===== src/rtl/div3_pkg.sv =====
`timescale 1ns/1ps
package div3_pkg;

    // Two-bit running remainder of the long-division chain (value 0..2)
    typedef struct packed {
        logic hi;
        logic lo;
    } rem_t;

    // Result of one long-division bit stage
    typedef struct packed {
        logic qbit;
        rem_t rem;
    } ld_step_t;

    // Right shift applied after the reciprocal product
    function automatic int recip_shift(input int width);
        return width + 1;
    endfunction

    // ceil(2^shift / 3): the reciprocal constant
    function automatic int recip_const(input int width);
        return ((1 << recip_shift(width)) + 2) / 3;
    endfunction

    // One divide-by-three stage: the quotient bit is set when the
    // shifted-in value reaches 3, i.e. hi | (lo & incoming bit)
    function automatic ld_step_t ld_step(input rem_t r, input logic din);
        ld_step_t   res;
        logic [2:0] shifted;
        logic [2:0] reduced;
        shifted  = {r.hi, r.lo, din};
        res.qbit = r.hi | (r.lo & din);
        reduced  = res.qbit ? (shifted - 3'd3) : shifted;
        res.rem  = rem_t'(reduced[1:0]);
        return res;
    endfunction

endpackage


===== src/rtl/div3_recip_path.sv =====
`timescale 1ns/1ps
module div3_recip_path
    import div3_pkg::*;
#(
    parameter int W = 8
) (
    input  logic         clk,
    input  logic         rst,
    input  logic         in_valid,
    input  logic [W-1:0] x,
    output logic [W-1:0] q
);
    localparam int SH  = recip_shift(W);
    localparam int KC  = recip_const(W);
    localparam int PW  = W + SH;
    localparam logic [SH-1:0] KV = SH'(KC);

    logic [PW-1:0] prod;

    generate
        if (KC == 171 && SH == 9) begin : g_factored
            // 171 = 9 * 19 : three adders, all shifts are wiring
            logic [PW-1:0] xw;
            logic [PW-1:0] times9;
            assign xw     = PW'(x);
            assign times9 = xw + (xw << 3);
            assign prod   = times9 + (times9 << 1) + (times9 << 4);
        end else begin : g_bitsum
            // Generic constant multiply: one adder per set bit of the constant
            logic [PW-1:0] acc [0:SH];
            assign acc[0] = '0;
            for (genvar i = 0; i < SH; i++) begin : g_term
                if (KV[i]) begin : g_add
                    assign acc[i+1] = acc[i] + (PW'(x) << i);
                end else begin : g_pass
                    assign acc[i+1] = acc[i];
                end
            end
            assign prod = acc[SH];
        end
    endgenerate

    assign q = prod[SH +: W];

    // Reciprocal result lies within floor-division bounds
    localparam logic [W+1:0] THREE = 3;
    localparam logic [W+1:0] TWO   = 2;
    logic [W+1:0] q_times3;
    logic [W+1:0] x_ext;
    assign q_times3 = {2'b00, q} * THREE;
    assign x_ext    = {2'b00, x};

    assert_recip_floor_R1: assert property (@(posedge clk) disable iff (rst)
        in_valid |-> (q_times3 <= x_ext) && (x_ext <= q_times3 + TWO));

endmodule


===== src/rtl/div3_longdiv_path.sv =====
`timescale 1ns/1ps
module div3_longdiv_path
    import div3_pkg::*;
#(
    parameter int W = 8
) (
    input  logic         clk,
    input  logic         rst,
    input  logic         in_valid,
    input  logic [W-1:0] x,
    output logic [W-1:0] q
);
    localparam int STAGES = W - 1;

    rem_t     rchain [0:STAGES];
    ld_step_t step   [0:STAGES-1];

    // Leading remainder: the top dividend bit alone, always below 3
    assign rchain[0] = '{hi: 1'b0, lo: x[W-1]};
    assign q[W-1]    = 1'b0;

    generate
        for (genvar s = 0; s < STAGES; s++) begin : g_stage
            localparam int POS = W - 2 - s;
            assign step[s]     = ld_step(rchain[s], x[POS]);
            assign q[POS]      = step[s].qbit;
            assign rchain[s+1] = step[s].rem;
        end
    endgenerate

    // Quotient and final remainder reconstruct the dividend
    localparam logic [W+1:0] THREE = 3;
    logic [W+1:0] rebuilt;
    assign rebuilt = ({2'b00, q} * THREE) + {{W{1'b0}}, rchain[STAGES]};

    assert_longdiv_exact_R1: assert property (@(posedge clk) disable iff (rst)
        in_valid |-> (rebuilt == {2'b00, x}) && (rchain[STAGES] != 2'b11));

endmodule


===== src/rtl/div3_quotient_unit.sv =====
`timescale 1ns/1ps
module div3_quotient_unit
    import div3_pkg::*;
#(
    parameter int DATA_W = 8
) (
    input  logic              clk,
    input  logic              rst,
    input  logic              in_valid,
    input  logic [DATA_W-1:0] in_data,
    output logic              out_valid,
    output logic [DATA_W-1:0] quotient,
    output logic              mismatch
);
    logic [DATA_W-1:0] q_recip;
    logic [DATA_W-1:0] q_long;

    div3_recip_path #(.W(DATA_W)) u_recip (
        .clk      (clk),
        .rst      (rst),
        .in_valid (in_valid),
        .x        (in_data),
        .q        (q_recip)
    );

    div3_longdiv_path #(.W(DATA_W)) u_long (
        .clk      (clk),
        .rst      (rst),
        .in_valid (in_valid),
        .x        (in_data),
        .q        (q_long)
    );

    always_ff @(posedge clk) begin
        if (rst) begin
            out_valid <= 1'b0;
            quotient  <= '0;
            mismatch  <= 1'b0;
        end else begin
            out_valid <= in_valid;
            mismatch  <= in_valid && (q_recip != q_long);
            if (in_valid) begin
                quotient <= q_recip;
            end
        end
    end

    assert_valid_rise_R2: assert property (@(posedge clk) disable iff (rst)
        in_valid |=> out_valid);
    assert_valid_fall_R2: assert property (@(posedge clk) disable iff (rst)
        !in_valid |=> !out_valid);
    assert_reset_clears_R3: assert property (@(posedge clk)
        rst |=> (!out_valid && !mismatch && quotient == '0));
    assert_msb_clear_R4: assert property (@(posedge clk) disable iff (rst)
        !quotient[DATA_W-1]);
    assert_paths_agree_R5: assert property (@(posedge clk) disable iff (rst)
        !mismatch);
    assert_hold_idle_R6: assert property (@(posedge clk) disable iff (rst)
        !in_valid |=> $stable(quotient));
    assert_example_R7: assert property (@(posedge clk) disable iff (rst)
        (in_valid && in_data == DATA_W'(61)) |=> (quotient == DATA_W'(20)));

endmodule


===== config.mk =====
export PLATFORM = sky130hd
export DESIGN_NAME = div3_quotient_unit
export DESIGN_NICKNAME = d
export VERILOG_FILES = /design/src/rtl/div3_pkg.sv /design/src/rtl/div3_recip_path.sv /design/src/rtl/div3_longdiv_path.sv /design/src/rtl/div3_quotient_unit.sv
export SDC_FILE = /design/constraint.sdc
export NUM_CORES = 1
export LEC_CHECK = 0
export ABC_AREA = 1
export ABC_CLOCK_PERIOD_IN_PS = 4850
export BUFFER_PORTS_ARGS = -buffer_cell sky130_fd_sc_hd__buf_2
export CORE_MARGIN = 3
export CORE_UTILIZATION = 40
export CTS_BUF_LIST = sky130_fd_sc_hd__clkbuf_4
export DETAILED_ROUTE_END_ITERATION = 10
export HOLD_SLACK_MARGIN = 0.02
export SLEW_MARGIN = 20
export SYNTH_ARGS = -nofsm -noshare
export SYNTH_HDL_FRONTEND = slang
export SYNTH_HIERARCHICAL = 1
export SYNTH_SLANG_ARGS = --single-unit

===== constraint.sdc =====
create_clock -name clk -period 4.85 [get_ports clk]
set_input_delay 0.97 -clock clk [delete_from_list [all_inputs] [get_ports clk]]
set_output_delay 0.97 -clock clk [all_outputs]
set_load 0.005 [all_outputs]

======== Word level (Yosys, flattened, before mapping) ========
Index checks and enable logic that the tools add are counted.
operators by class
  $add $sub $neg .......................... 9
  eq/ne operators ......................... 1
  multiplexer cells ....................... 6
  bitwise gates (word level) .............. 13
  reductions and logical operators ........ 1
operators with widths
  cell                                      number
  adder 17 bit                              2
  adder 8 x 11 -> 12 bit                    1
  2-to-1 mux 2 bit                          6
  subtractor 2 bit (second input constant)  6
  != test 8 x 7 -> 1 bit                    1
  bitwise AND 1 bit                         7
  OR 1 bit                                  6
  logical AND 1 bit                         1
storage, ports and cells
  bits in registers ....................... 10
  bits of input ports ..................... 11
  output and inout port bits .............. 10
  word-level logic and storage cells ...... 33

======== Logic depth before layout (Yosys ltp) ========
Gate-level depths: netlist of the first run.
  word-level depth ........................ 21
  mapped depth ............................ 37

======== By module ========
The synthesis of the first run kept the hierarchy.
by module, submodules not included
  module              times used  cells each  area an instance (µm²)  sequential area each (µm²)
  div3_recip_path     1           167         1,076.0                 0.0
  div3_quotient_unit  1           79          504.2                   200.2
  div3_longdiv_path   1           67          436.7                   0.0

======== Worst setup path after synthesis of the first run ========
Ideal clock, no wire load.
  path type ............................... in2reg
  start ................................... in in_data[0]
  end ..................................... reg mismatch
  data arrival time ....................... 4.120 ns
  required time ........................... 4.739 ns
  path slack .............................. 0.619 ns
  cell stages on the path ................. 22
  cell sequence ........................... ha_1 -> fa_1 -> a31oi_1 -> xor2_1 -> xor2_1 -> inv_1 -> ha_1 -> o21bai_1 -> ha_1 -> a21oi_1 -> o21ai_0 -> a21oi_1 -> nor2_1 -> nor2_1 -> xor2_1 -> inv_1 -> nand2_1 -> nand2_1 -> nor2_1 -> nand2_1 -> nor2_1 -> nor2_1
between the ends
  word-level cells in the longest chain between the ends .. 5
RTL lines
  what                        RTL line                  RTL
  from (decl)                 div3_quotient_unit.sv:10  input logic [DATA_W-1:0] in_data,
  adder 8 x 11 -> 12 bit (*)  div3_recip_path.sv:26     assign times9 = xw + (xw << 3);
  adder 17 bit                div3_recip_path.sv:27     assign prod = times9 + (times9 << 1) + (times9 << 4);
  adder 17 bit (*)            div3_recip_path.sv:27
  named net q_recip[3]        div3_quotient_unit.sv:15  logic [DATA_W-1:0] q_recip;
  != test 8 x 7 -> 1 bit (*)  div3_quotient_unit.sv:41  mismatch <= in_valid && (q_recip != q_long);
  logical AND 1 bit (*)       div3_quotient_unit.sv:41
  to (signal assigned)        div3_quotient_unit.sv:41
  to (decl)                   div3_quotient_unit.sv:13  output logic mismatch
The timed path passes the listed nets; every way through them passes the cells marked *.
A chain may end at the register's enable or synchronous reset.

======== Worst setup path in the final report of the first run ========
Same ends and word-level chain as after synthesis.

==> flow_summary_export.csv, run 1 <==
group,metric,value,unit
status,outcome,"completed",
critical_path,cp_common_cell,"nor2_1",
critical_path,reg2regPathDepth,2,
placed_design,port_buffers,20,
critical_path,critPathArrivalTime,4.58,ns
sta,finalWorstSetupSlack,0.444,ns
sta,timing.final.crit_share,90.8,%
detailed_routing,drt_wl_total,4290,um
sta,worst_hold_slack,0.501,ns
floorplanning,die_w,77.0,um
sta,finalHoldViolCount,0,
placed_design,place_ws,0.193,ns
detailed_routing,vias_per_cell,4.68,
layout,syn_to_final_growth,10.6,%
cts,htreeDepth,1,
detailed_routing,wl_per_cell,10.6,um
cts,cts_root_buffer,"clkbuf_4",
critical_path,crit_required,5.02,ns
floorplanning,start_util,42.1,%
critical_path,endpoint_kind,"flip-flop",
cts,cts_resized,0,
detailed_routing,postRouteAntennaNets,0,
floorplanning,rows,25,
yosys,postSynthCellCount,313,
critical_path,slowest_delay,0.43,ns
detailed_routing,drc_errors,0,
sta,finalCriticalPeriod,4.41,ns
global_routing,grt_pass1_vias,1728,
critical_path,crit_buf_inv,3,
cts,cts_buffer_depth,2,
layout,most-common-layout-cells,"nand2_1 (77), inv_1 (65), ha_1 (27)",
floorplanning,dieHeight,77.0,um
power_and_ir_drop,powerDensity,366,nW/um2
detailed_routing,vias,1894,
critical_path,reg2reg_to,"quotient[3]",
floorplanning,coreArea,4790,um2
cts,cts.hold.buffers_added,0,
flow_run,cap_violations,0,
global_routing,grt_overflow_total,0,
layout,num_antenna_cells,0,
min_path,min_path_cells,2,
critical_path,crit_chain,"buf_2 -> ha_1 -> fa_1 -> a31oi_1 -> xor2_1 -> xor2_1 -> inv_1 -> ha_1 -> o21bai_1 -> ha_1 -> a21oi_1 -> o21ai_0 -> a21oi_1 -> nor2_1 -> nor2_1 -> xor2_1 -> inv_1 -> nand2_1 -> nand2_1 -> nor2_1 -> nand2_1 -> nor2_1 -> nor2_1",
layout,fill_cells,516,
detailed_routing,drt_iter0_markers,104,
yosys,syn-num-nets,355,
cts,cts_buffers,3,
critical_path,cpLargestDelayFamily,"adder cells",
critical_path,worstSetupPathType,"in2reg",
sta,skew,0,ns
power_and_ir_drop,p_total,0.000815,W
global_routing,grt_pass1_wl,7750,um
floorplanning,die_area,5930,um2
critical_path,startpoint_type,"primary input",
floorplanning,ios,21,
global_routing,grt_util_met2,27.0,%
global_routing,antenna_found_initial,0,
cts,cts_tree,"done",
placed_design,hpwl,3670,um
placed_design,gp_congestion,0.832,
sta,setup_tns,0,ns
sta,max_freq,227,MHz
critical_path,crit_slowest_cell,"fa_1",
global_routing,use_met3,2.46,%
layout,seqCellArea,200,um2
min_path,min_path_type,"reg2reg",
global_routing,use_met1,20.7,%
yosys,synthDistinctLibCells,33,
layout,multiInputGateArea,1530,um2
critical_path,rrSetupSlack,4.22,ns
layout,nNetsFinal,381,
yosys,syn-cell-area,2020,um2
yosys,synth_sequential_area_ratio,9.93,%
yosys,synth_warnings,6,
global_routing,gr-max-usage-layer,"met2",
yosys,avgSynthCellArea,6.44,um2
yosys,synth_top_area_cell,"ha_1",
cts,clock_sinks,10,
yosys,ys_ff_latch,10,
cts,post-cts-setup-buffers,0,
critical_path,r2r-start,"quotient[3]",
detailed_routing,drt_pass1_iterations,4,
layout,final_common_cell,"nand2_1",
global_routing,grt_start_max_net_pins,18,
sta,slew_violations,0,
sta,setup-violations-final,0,
sta,rsz0062_at_grt,"false",
power_and_ir_drop,leakage,1.31,nW
min_path,worstHoldEndpoint,"quotient[4]",
global_routing,grt_use_total,15.6,%
power_and_ir_drop,vdd_drop_max,0.000159,V
layout,drive_above_1_share,18.3,%
cts,path_clk_slew,0.07,ns
critical_path,crit_fanout,6,
yosys,synth_top_area_share,16.7,%
min_path,min-delay-start,"quotient[4]",
cts,clk_latency,0.26,ns
yosys,ys_top_cells_by_area,"ha_1 (17%), nand2_1 (14%), inv_1 (12%)",
==> cell usage after synthesis, drive strengths merged <==
cell type  instances
a21oi             23
o21ai             11
nand3             21
nand4              6
o21bai             4
ha                27
nor2              21
conb               1
a31oi              1
fa                 4
o31ai              1
buf                3
xnor2              5
inv               66
a21o               2
dfxtp             10
clkinv             2
nor3               1
and2b              1
xor2              11
nand2             92
==> kinds of logic after synthesis <==
logic type	Yosys count	share of synthesized area, %
buffers and inverters	71	14.3
adder cells (fa/ha/maj)	31	20.7
AND/OR/NAND/NOR	142	35.0
AO/OA/AOI/OAI	42	12.5
flip-flops	10	9.93
other	1	0.186
XOR/XNOR	16	7.32
==> worst reg2reg max path, delay by kind of cell, from the launching register on <==
family	cells	cell delay, ns
AO/OA/AOI/OAI	2	0.20
flip-flops	1	0.31
==> metrics by stage <==
| step | cell area, um2 | util (%) | cells |
|---|---|---|---|
| 2_1_floorplan | 2020 | - | 313 |
| 3_3_place_gp | 2200 | 46.1 | 401 |
| 3_5_place_dp | 2200 | 46.1 | 401 |
| 4_1_cts | 2230 | 46.6 | 405 |
| 5_1_grt | 2230 | 46.6 | 405 |
| 6_report | 2230 | 46.6 | 405 |
==> final cells by class <==
type                            instances  share of cell area [%]
Clock buffer                            3                    1.01
Clock inverter                          1                   0.168
Inverter                               68                    11.7
Multi-Input combinational cell        232                    68.5
Sequential cell                        10                    8.97
Tap cell                               67                    3.76
Timing Repair Buffer                   24                    5.83
==> registers in the layout, indices dropped and copies added, names as in the netlist <==
| register | cells |
|---|---|
| out_valid | 1 |
| mismatch | 1 |
| quotient | 8 |
==> how the worst max path moves through the flow <==
stage / slack (ns) / start / cells past startpoint / to
4_1_cts: 0.47 / in_data[2] / 25 / mismatch
6_report: 0.44 / in_data[0] / 23 / mismatch
2_1_floorplan: 0.62 / in_data[0] / 22 / mismatch
3_3_place_gp: 0.18 / in_data[0] / 23 / mismatch
3_5_place_dp: 0.19 / in_data[2] / 25 / mismatch
5_1_grt: 0.1 / in_data[6] / 34 / mismatch
==> routing by layer <==
metal | vias up | routed length (um)
met5 | - | 0
met2 | 19 | 1990
met1 | 840 | 2190
met3 | 2 | 79
met4 | 0 | 22
li1 | 1033 | -
==> report_power, final <==
group          switching [W]  leakage, nW  internal (W)
Sequential        0.00000695       0.0831     0.0000988
Combinational       0.000395         1.22      0.000255
Clock              0.0000295       0.0154     0.0000298
(Power assumes the default switching activity.)
==> run 2, diff against run 1 <==
Settings changed: ABC_CLOCK_PERIOD_IN_PS 4850 to 3850, GPL_TIMING_DRIVEN from default to 1.
Clock period 4.85 ns to 3.85 ns, I/O delays scaled along.
==> flow_summary_export.csv, run 2 (synthesis results as in run 1) <==
group,metric,value,unit
cts,clk_latency,0.26,ns
global_routing,grt_overflow_total,0,
sta,rsz0062_at_grt,"true",
floorplanning,ios,21,
layout,most-common-layout-cells,"buf_4 (68), nand2_1 (65), inv_1 (60)",
global_routing,antenna_found_initial,0,
detailed_routing,vias_per_cell,4.62,
detailed_routing,top_layer,"met4",
layout,drive_above_1_share,43.6,%
detailed_routing,drt_pass1_iterations,4,
detailed_routing,wl_per_cell,10.8,um
power_and_ir_drop,clockPowerShare,4.6,%
placed_design,port_buffers,20,
power_and_ir_drop,p_comb_share,86.6,%
critical_path,critPathArrivalTime,4.08,ns
detailed_routing,postRouteAntennaNets,0,
power_and_ir_drop,p_sw,0.000676,W
power_and_ir_drop,vdd_drop_max,0.000271,V
status,outcome,"complete, but fails checks",
layout,seqCellArea,200,um2
detailed_routing,wl_met3,76,um
power_and_ir_drop,p_total,0.00151,W
critical_path,setup.worst_path.start,"in_data[3]",
cts,cts_tree,"done",
cts,clock_sinks,10,
power_and_ir_drop,pwr-share-seq,8.8,%
sta,slew_violations,0,
sta,worst_hold_slack,0.510,ns
layout,reg.largest.list,"quotient: 8 flops, mismatch: 1 flops, out_valid: 1 flops",
placed_design,place_ws,-0.392,ns
critical_path,rrSetupSlack,3.20,ns
global_routing,grt_start_max_net_pins,18,
sta,timing.final.crit_share,102,%
status,violations,"negative setup slack",
layout,regMostFlops,"quotient",
min_path,min_path_cells,2,
flow_run,cap_violations,0,
detailed_routing,drt_iter0_markers,62,
global_routing,grt_use_total,17.6,%
floorplanning,dieHeight,77.0,um
sta,setup-violations-final,2,
layout,num_antenna_cells,0,
detailed_routing,drc_errors,0,
cts,path_clk_slew,0.06,ns
cts,cts_buffer_depth,2,
power_and_ir_drop,internal_power,0.000829,W
critical_path,reg2reg_to,"quotient[3]",
power_and_ir_drop,leakage,1.66,nW
critical_path,reg2regPathDepth,2,
sta,max_freq,255,MHz
critical_path,startpoint_type,"primary input",
sta,finalWorstSetupSlack,-0.0719,ns
floorplanning,die_area,5930,um2
cts,cts.hold.buffers_added,0,
layout,final_common_cell,"buf_4",
power_and_ir_drop,powerDensity,510,nW/um2
cts,cts_buffers,3,
sta,finalHoldViolCount,0,
critical_path,crit_required,4.01,ns
sta,skew,0,ns
layout,nNetsFinal,445,
detailed_routing,drt_wl_total,5040,um
critical_path,endpoint_kind,"flip-flop",
placed_design,hpwl,4130,um
layout,fill_cells,454,
detailed_routing,wl_met2,2660,um
floorplanning,die_w,77.0,um
detailed_routing,vias,2163,
min_path,min_path_type,"reg2reg",
layout,syn_to_final_growth,46.4,%
floorplanning,start_util,42.1,%
placed_design,gp_congestion,0.825,
critical_path,r2r-start,"quotient[3]",
critical_path,critPathCapture,"mismatch",
global_routing,grt_pass1_vias,2099,
sta,finalCriticalPeriod,3.92,ns
cts,cts_root_buffer,"clkbuf_4",
floorplanning,coreArea,4790,um2
global_routing,grt_pass1_wl,8800,um
floorplanning,rows,25,
critical_path,crit_fanout,3,
layout,multiInputGateArea,1750,um2
layout,largest_reg_flops,8,
critical_path,worstSetupPathType,"in2reg",
power_and_ir_drop,switching_share,44.9,%
detailed_routing,wl_met1,2280,um
cts,htreeDepth,1,
-- run 2: changes by cell type in the layout (fill, tap and decap cells not counted), moves of 7 or more --
cell	delta
a21oi_1	-7
a21oi_2	+7
buf_4	+64
ha_1	-8
nand2_1	-12
nand2_2	+11
-- run 2: layout make-up --
cell class | instances | area share [%]
Timing Repair Buffer | 88 | 21.4
Clock buffer | 3 | 0.763
Tap cell | 67 | 2.84
Inverter | 68 | 8.90
Multi-Input combinational cell | 232 | 59.3
Sequential cell | 10 | 6.78
-- run 2: worst min-delay path by stage --
stage	from	end	slack [ns]
2_1_floorplan	quotient[4]	quotient[4]	0.50
3_3_place_gp	quotient[4]	quotient[4]	0.50
3_5_place_dp	quotient[4]	quotient[4]	0.50
4_1_cts	quotient[4]	quotient[4]	0.51
5_1_grt	quotient[7]	quotient[7]	0.55
6_report	quotient[4]	quotient[4]	0.51
-- run 2: through the flow --
step	instance area, um2	utilization [%]	instances	setup TNS [ns]
2_1_floorplan	2060	-	313	-0.0116
3_3_place_gp	2660	55.6	456	-0.811
3_5_place_dp	2660	55.6	456	-1.28
4_1_cts	2800	58.4	463	0
5_1_grt	2950	61.7	468	-0.480
6_report	2950	61.7	468	-0.142
-- run 2: worst max-delay path: stages --
cell	delay, ns
buf_8	0.11
ha_4	0.16
fa_2	0.42
a31oi_4	0.22
xor2_2	0.23
buf_4	0.16
fa_1	0.43
inv_2	0.08
ha_4	0.21
a21oi_2	0.12
o21ai_1	0.10
a21oi_2	0.15
nor2_2	0.07
nor2_2	0.12
xor2_1	0.21
inv_1	0.08
nand2_1	0.07
nand2_1	0.05
nor2_1	0.10
nand2_1	0.06
nor2_1	0.10
nor2_1	0.05
-- run 2: power groups by stage --
stage / Sequential [W] / Combinational [W] / Clock (W)
6_report: 0.000133 / 0.00130 / 0.0000692
5_1_grt: 0.000135 / 0.00148 / 0.0000767
4_1_cts: 0.000133 / 0.00118 / 0.0000724
3_5_place_dp: 0.000135 / 0.00109 / 0
3_3_place_gp: 0.000135 / 0.00107 / 0
2_1_floorplan: 0.000138 / 0.000651 / 0
-- run 2: repair_timing --
item / 4_1_cts / 5_1_grt
setup endpoints to repair: 1 / 6
setup buffers: 4 / 6
hold endpoints to repair: 0 / 0
resized for setup: 15 / 38
pin swaps: 18 / 39
-- run 2: metal layers --
metal / global-route usage, % / vias up
met5: 0 / -
met3: 2.11 / 4
met4: 1.60 / 0
met2: 34.4 / 13
li1: - / 1162
met1: 20.9 / 984
==> run 3, diff against run 2 <==
Settings changed: ABC_AREA 1 to default, CTS_BUF_LIST sky130_fd_sc_hd__clkbuf_4 to sky130_fd_sc_hd__clkbuf_2 sky130_fd_sc_hd__clkbuf_4 sky130_fd_sc_hd__clkbuf_8.
==> flow_summary_export.csv, run 3 <==
group,metric,value,unit
status,outcome,"complete, but fails checks",
status,violations,"negative setup slack",
detailed_routing,vias,1867,
detailed_routing,wl_per_cell,14.7,um
global_routing,grt_start_max_net_pins,10,
yosys,synthDistinctLibCells,55,
yosys,synth_top_area_share,18.6,%
sta,setup_tns,-2.31,ns
detailed_routing,vias_per_cell,5.19,
layout,syn_to_final_growth,67.8,%
yosys,synth-edff-count,0,
yosys,async_reset_ff_share,0,%
cts,cts.hold.buffers_added,0,
min_path,min-delay-start,"quotient[6]",
power_and_ir_drop,leakage,1.46,nW
detailed_routing,wl_met1,2400,um
placed_design,hpwl,4070,um
critical_path,reg2regPathDepth,2,
critical_path,setup.worst_path.start,"in_data[6]",
cts,cts_root_buffer,"clkbuf_8",
critical_path,worstSetupPathType,"in2reg",
critical_path,crit_fanout,4,
detailed_routing,drt_pass1_iterations,4,
cts,path_clk_slew,0.05,ns
floorplanning,die_area,5400,um2
sta,max_freq,223,MHz
yosys,syn-num-nets,247,
cts,clk_latency,0.24,ns
yosys,ys_ff_latch,10,
floorplanning,start_util,43.3,%
yosys,ys_top_cells_by_area,"ha_1 (19%), dfxtp_1 (11%), xnor2_1 (7.2%)",
layout,num_antenna_cells,0,
detailed_routing,drt_iter0_markers,57,
cts,cts_buffer_depth,2,
cts,cts_buffers,3,
global_routing,antenna_found_initial,0,
placed_design,gp_congestion,0.860,
layout,regMostFlops,"quotient",
sta,finalHoldViolCount,0,
yosys,synth_sequential_area_ratio,11.0,%
global_routing,grt_use_total,20.3,%
floorplanning,die_w,73.5,um
placed_design,port_buffers,20,
layout,drive_above_1_share,57.4,%
sta,timing.final.crit_share,116,%
sta,setup-violations-final,8,
detailed_routing,wl_met2,2710,um
yosys,postSynthCellCount,205,
detailed_routing,drt_wl_total,5280,um
layout,nNetsFinal,353,
sta,finalCriticalPeriod,4.48,ns
yosys,syn-cell-area,1820,um2
yosys,synth_warnings,6,
sta,slew_violations,0,
critical_path,crit_required,3.96,ns
critical_path,endpoint_kind,"flip-flop",
flow_run,cap_violations,0,
yosys,avgSynthCellArea,8.88,um2
layout,most-common-layout-cells,"buf_4 (78), ha_1 (17), buf_2 (16)",
critical_path,startpoint_type,"primary input",
floorplanning,dieHeight,73.5,um
global_routing,grt_overflow_total,0,
power_and_ir_drop,vdd_drop_max,0.000474,V
floorplanning,rows,23,
cts,cts_tree,"done",
global_routing,grt_pass1_wl,8720,um
yosys,netlist_top_cells_count,"ha_1 (27), nor2_1 (19), xnor2_1 (15), xor2_1 (14), inv_1 (13)",
cts,htreeDepth,1,
critical_path,r2r-start,"quotient[5]",
yosys,ys.flop_type,"dfxtp_1",
layout,largest_reg_flops,8,
detailed_routing,wl_met3,148,um
sta,worst_hold_slack,0.485,ns
yosys,synth_top_area_cell,"ha_1",
detailed_routing,postRouteAntennaNets,0,
cts,clock_sinks,10,
floorplanning,coreArea,4200,um2
detailed_routing,drc_errors,0,
floorplanning,ios,21,
critical_path,critPathArrivalTime,4.59,ns
detailed_routing,top_layer,"met4",
sta,rsz0062_at_grt,"true",
global_routing,grt_pass1_vias,1890,
power_and_ir_drop,powerDensity,542,nW/um2
layout,reg.largest.list,"quotient: 8 flops, mismatch: 1 flops, out_valid: 1 flops",
sta,skew,0,ns
min_path,min_path_type,"reg2reg",
layout,final_common_cell,"buf_4",
sta,finalWorstSetupSlack,-0.627,ns
layout,fill_cells,310,
yosys,synth_most_common_cell,"ha_1",
min_path,min_path_cells,2,
[run 3: changes by cell type after synthesis, moves of 6 or more]
cell      change
a211oi_1      +7
nand2_1      -70
inv_1        -52
nand2_4       -6
a21o_1        +7
xnor2_1      +10
a21oi_1      -16
nand2_2       -9
mux2i_1       +8
nand3_1      -13
[run 3: per-stage QoR]
step           utilization, %  instance area (um2)  total power (W)  instances  setup slack (ns)
2_1_floorplan               -                 1900         0.000763        205            -0.682
6_report                 72.7                 3060          0.00166        360            -0.627
5_1_grt                  72.7                 3060          0.00178        360            -0.800
3_5_place_dp             61.2                 2570          0.00123        343             -1.07
3_3_place_gp             61.2                 2570          0.00120        343            -0.904
4_1_cts                  69.2                 2910          0.00151        356            -0.818
[run 3: what timing repair did]
action | 4_1_cts | 5_1_grt
endpoints found under the setup margin | 8 | 9
pin swaps | 28 | 23
hold endpoints to repair | 0 | 0
resized for setup | 40 | 21
cloned | 0 | 0
buffers inserted | 10 | 4
[run 3: layer usage]
layer | track usage [%] | vias up
met1 | 27.9 | 879
met3 | 2.60 | 2
met2 | 35.2 | 26
met4 | 1.21 | 0
li1 | - | 960
met5 | 0 | -
[run 3: power breakdown]
part	leakage, nW	total, W	switching, W	internal (W)
logic	1.35	0.00138	0.000617	0.000764
clock network	0.0288	0.000133	0.0000427	0.0000900
registers	0.0824	0.000143	0.0000120	0.000131
[run 3: cell type report]
type | count | area (um2) | area share (%)
inverters | 13 | 48.8 | 1.60
clock buffers | 4 | 55.1 | 1.80
repair buffers | 104 | 786 | 25.7
well taps | 50 | 62.6 | 2.05
multi-input cells | 179 | 1900 | 62.3
flip-flops and latches | 10 | 200 | 6.55
[run 3: cell families after synthesis]
kind of cell / Yosys count / synth area share, %
other cells: 1 / 0.206
xor+xnor: 30 / 15.5
fa+ha+maj: 32 / 23.6
compound gates: 56 / 22.9
simple gates: 50 / 17.0
mux: 10 / 5.84
flops: 10 / 11.0
buf+inv: 16 / 3.99
[run 3: critical path, stage by stage]
cell and delay (ns):
buf_8 0.08, nor2b_4 0.17, ha_4 0.16, nor2_4 0.04, xnor2_1 0.12, ha_2 0.19
a21oi_2 0.14, nand2_2 0.08, xor2_1 0.16, ha_2 0.19, a31oi_4 0.17, o41ai_4 0.11
or2_4 0.26, xor2_2 0.16, ha_4 0.18, nor2_4 0.09, o21a_1 0.21, or3_4 0.17
nand2_4 0.05, ha_4 0.17, or2_4 0.22, o221ai_2 0.15, nand3_1 0.10, xor2_1 0.16
nor4_2 0.16, a21boi_1 0.10
[run 3: path summary, 6_finish.rpt]
kind	to	slack, ns
setup reg to reg	quotient[5]	3.23
setup / recovery	mismatch	-0.63
hold reg to reg	quotient[6]	0.49
hold / removal	quotient[6]	0.49
